**src/rtl/rqgt_arbiter.sv**
```systemverilog
module rqgt_arbiter #(
  parameter int NCH = 2
) (
  input  logic           clk,
  input  logic           rst,
  input  logic           mode_max,
  input  logic [NCH-1:0] rq_n_in,
  input  logic           cyc_boundary,
  input  logic           lock_act,
  input  logic           hold_req,
  output logic [NCH-1:0] rq_drive_low,
  output logic           bus_float,
  output logic           hlda
);
  localparam int CW = (NCH > 1) ? $clog2(NCH) : 1;

  typedef enum logic [2:0] {S_IDLE, S_PEND, S_GRANT, S_OWNED, S_HOLD} st_t;

  st_t st, st_nx;
  logic [CW-1:0] ch, ch_nx, pick;
  logic any_req;

  always_comb begin
    any_req = |(~rq_n_in);
    pick = '0;
    for (int i = NCH - 1; i >= 0; i--)
      if (!rq_n_in[i]) pick = CW'(i);
  end

  always_comb begin
    st_nx = st;
    ch_nx = ch;
    case (st)
      S_IDLE:
        if (mode_max && any_req) begin
          st_nx = S_PEND;
          ch_nx = pick;
        end else if (!mode_max && hold_req && cyc_boundary) begin
          st_nx = S_HOLD;
        end
      S_PEND:  if (cyc_boundary && !lock_act) st_nx = S_GRANT;
      S_GRANT: st_nx = S_OWNED;
      S_OWNED: if (!rq_n_in[ch]) st_nx = S_IDLE;
      S_HOLD:  if (!hold_req) st_nx = S_IDLE;
      default: st_nx = S_IDLE;
    endcase
  end

  always_ff @(posedge clk) begin
    if (rst) begin
      st <= S_IDLE;
      ch <= '0;
    end else begin
      st <= st_nx;
      ch <= ch_nx;
    end
  end

  assign rq_drive_low = (st == S_GRANT) ? (NCH'(1) << ch) : '0;
  assign bus_float    = (st == S_GRANT) || (st == S_OWNED) || (st == S_HOLD);
  assign hlda         = (st == S_HOLD);
endmodule

```
**config.mk**
```make
export PLATFORM = sky130hd
export DESIGN_NAME = rqgt_arbiter
export DESIGN_NICKNAME = d
export VERILOG_FILES = /design/src/rtl/rqgt_arbiter.sv
export SDC_FILE = /design/constraint.sdc
export NUM_CORES = 1
export LEC_CHECK = 0
export ABC_CLOCK_PERIOD_IN_PS = 1000
export CORE_AREA = 3 3 40 42
export CTS_BUF_LIST = sky130_fd_sc_hd__clkbuf_4 sky130_fd_sc_hd__clkbuf_8
export CTS_CLUSTER_SIZE = 12
export DETAILED_ROUTE_END_ITERATION = 12
export DIE_AREA = 0 0 43 45
export PLACE_DENSITY = 0.45
export SYNTH_ARGS = -nofsm -noshare
export SYNTH_HDL_FRONTEND = slang
export SYNTH_SLANG_ARGS = --single-unit
```
**constraint.sdc**
```tcl
create_clock -name clk -period 1 [get_ports clk]
set_clock_uncertainty 0.1 [all_clocks]
set_input_delay 0.25 -clock clk [delete_from_list [all_inputs] [get_ports clk]]
set_output_delay 0.25 -clock clk [all_outputs]
set_load 0.02 [all_outputs]
```
==> flow_summary.json <==
{
  "track_usage_pct": 10.7,
  "syn_inst": 33,
  "fin_util_pct": 44.2,
  "final_cell_mix": "buf_6 (7), clkdlybuf4s50_1 (5), clkbuf_4 (4), buf_4 (4)",
  "cts_tree": "yes",
  "drc": 0,
  "avgSynthCellArea_um2": 8.04,
  "first_global_vias": 349,
  "grtUsageMet1_pct": 9.64,
  "use_met3_pct": 1.20,
  "grt_pass1_wl_um": 1430,
  "coreArea_um2": 1280,
  "clock_path_buffers": 2,
  "crit_path_end_kind": "primary output",
  "area_growth_pct": 114,
  "dr.pass1.iters": 2,
  "wire_per_inst_um": 12.3,
  "initialDrtViolationCount": 3,
  "cp_top_family": "simple AND/OR/NAND/NOR gates",
  "grt_overflow": 0,
  "die_w_um": 43,
  "timing_hold_violations_final": 0,
  "critPathBufInv": 1,
  "io_buffers": 11,
  "wl_um": 852,
  "ys_seq_area_share_pct": 30.2,
  "io_pins": 12,
  "synth.distinct_cells": 21,
  "critical_path.cell_chain": "nand2b_4 -> nor3b_4 -> buf_6",
  "syn_area_um2": 265,
  "h-tree-depth": 1,
  "rows": 13,
  "fill_cells": 129,
  "report.power.total_w": 0.000633,
  "dieArea_um2": 1940,
  "drive_gt1_share_pct": 55.6,
  "finalCritPeriodShare_pct": 138,
  "die_h_um": 45,
  "clock-sinks": 4,
  "worst_path_largest_cell_delay_ns": 0.31,
  "antennaDiodeCount": 0,
  "worstSetupStartpointType": "flip-flop",
  "slew_viol_final": 0,
  "reg2reg_depth": 4,
  "period_minus_slack_ns": 1.38,
  "syn_nets": 41,
  "cp_slowest_cell": "dfxtp_2",
  "postCtsHoldBufs": 0,
  "cts_made_buffers": 3,
  "post-place-ws_ns": -0.622,
  "top_usage_layer": "met2",
  "min_path_cells": 4,
  "nNetsFinal": 63,
  "grt_max_degree": 8,
  "cp_num_cells": 3,
  "ant_nets": 0,
  "fin_ws_ns": -0.377,
  "failed_checks": "negative setup slack",
  "clk_latency_ns": 0.25,
  "status": "finished, violations left",
  "final-setup-viol-count": 7,
  "final_common_cell": "buf_6",
  "yosys_warnings": 0,
  "start_util_pct": 20.6,
  "via_count": 320,
  "ys_seq_elements": 4,
  "powerDensity_nw_per_um2": 1110,
  "leakage_nw": 0.259,
  "antenna_found_initial": 0,
  "met2_usage_pct": 19.2,
  "root_buffer": "clkbuf_4",
  "maxSlewHeadroom_pct": 84.8,
  "post-dp-hpwl_um": 613,
  "gp_congestion": 0.806,
  "via_per_inst": 4.64,
  "path_clk_slew_ns": 0.04,
  "critical_path_class": "reg -> out",
  "hp-class": "in -> reg",
  "peakVddDrop_mv": 0.413,
  "critPathArrivalTime_ns": 1.03,
  "maxCapViolCount": 0,
  "cp_max_fo": 3,
  "worst_pin_slew_ns": 0.227,
  "rsz0062_at_grt": "yes",
  "critPathRequiredTime_ns": 0.65,
  "max_freq_mhz": 726
}
-- Yosys cell counts (all sizes together) --
cell | n | area (um^2)
dfxtp | 4 | 80.1
inv | 4 | 15.0
nand2 | 3 | 11.3
nor2 | 3 | 11.3
a21oi | 2 | 10.0
nand2b | 2 | 15.0
nor3 | 2 | 10.0
a211oi | 1 | 7.51
a21boi | 1 | 7.51
a31oi | 1 | 6.26
and3b | 1 | 8.76
buf | 1 | 5.00
mux2 | 1 | 11.3
nand3 | 1 | 5.00
nand4b | 1 | 8.76
nor3b | 1 | 7.51
nor4b | 1 | 23.8
nor4bb | 1 | 10.0
o21ai | 1 | 5.00
o22ai | 1 | 6.26
-- worst reg2reg max path, delay by kind of cell (launching register included) --
family	cells	cell delay, ns
DFF	1	0.37
buffers and inverters	1	0.14
and+or+nand+nor	1	0.29
AOI/OAI and AO/OA	2	0.28
-- area by class of cell --
class                   instances  area [um^2]  share of cell area [%]
multi-input cells              24          228                    40.1
well taps                      15         18.8                    3.30
repair buffers                 18          184                    32.4
inverters                       4         15.0                    2.64
flip-flops and latches          4         92.6                    16.3
clock buffers                   4         30.0                    5.29
-- sequential cells by signal, indices dropped and copies added (netlist names) --
name,flops
st,3
ch,1
-- kinds of logic after synthesis --
| group | synth area share (%) |
|---|---|
| AND/OR/NAND/NOR | 42.0 |
| AO/OA/AOI/OAI | 16.0 |
| buffers and inverters | 7.54 |
| flip-flops | 30.2 |
| multiplexers | 4.24 |
-- power by group --
part | leakage, nW | total [W] | switching, W | internal (W)
clock | 0.0184 | 0.000252 | 0.0000749 | 0.000177
sequential | 0.0353 | 0.000190 | 0.0000197 | 0.000170
combinational | 0.206 | 0.000191 | 0.0000756 | 0.000115
total | 0.259 | 0.000633 | 0.000170 | 0.000463
-- worst paths after layout --
path,startpoint,endpoint,slack (ns)
worst max-delay path,st[2],rq_drive_low[1],-0.38
worst max register to register,st[0],ch,-0.27
worst min-delay path,cyc_boundary,st[0],0.31
worst min register to register,st[2],st[1],0.47
-- what timing repair did --
| item | CTS | global route |
|---|---|---|
| pin swaps | 5 | 3 |
| setup buffers | 5 | 0 |
| setup endpoints to repair | 8 | 8 |
| resized for setup | 30 | 8 |
-- layer usage --
metal  vias to the layer above  part of all wire [%]
met1                       146                    34
met5                         -                     0
met3                         3                   5.6
met4                         0                   3.4
li1                        159                     -
met2                        12                    56
-- stage by stage --
stage	setup TNS, ns	instances	area (um^2)	hold WS, ns
final	-2.00	69	568	0.312
after global routing	-2.34	69	568	0.343
after floorplan	-0.519	33	312	0.218
after detailed placement	-3.90	63	467	0.463
after CTS	-2.29	72	558	0.471
after global placement	-3.72	63	467	0.465
No activity file was read; power rests on OpenSTA's default activity.
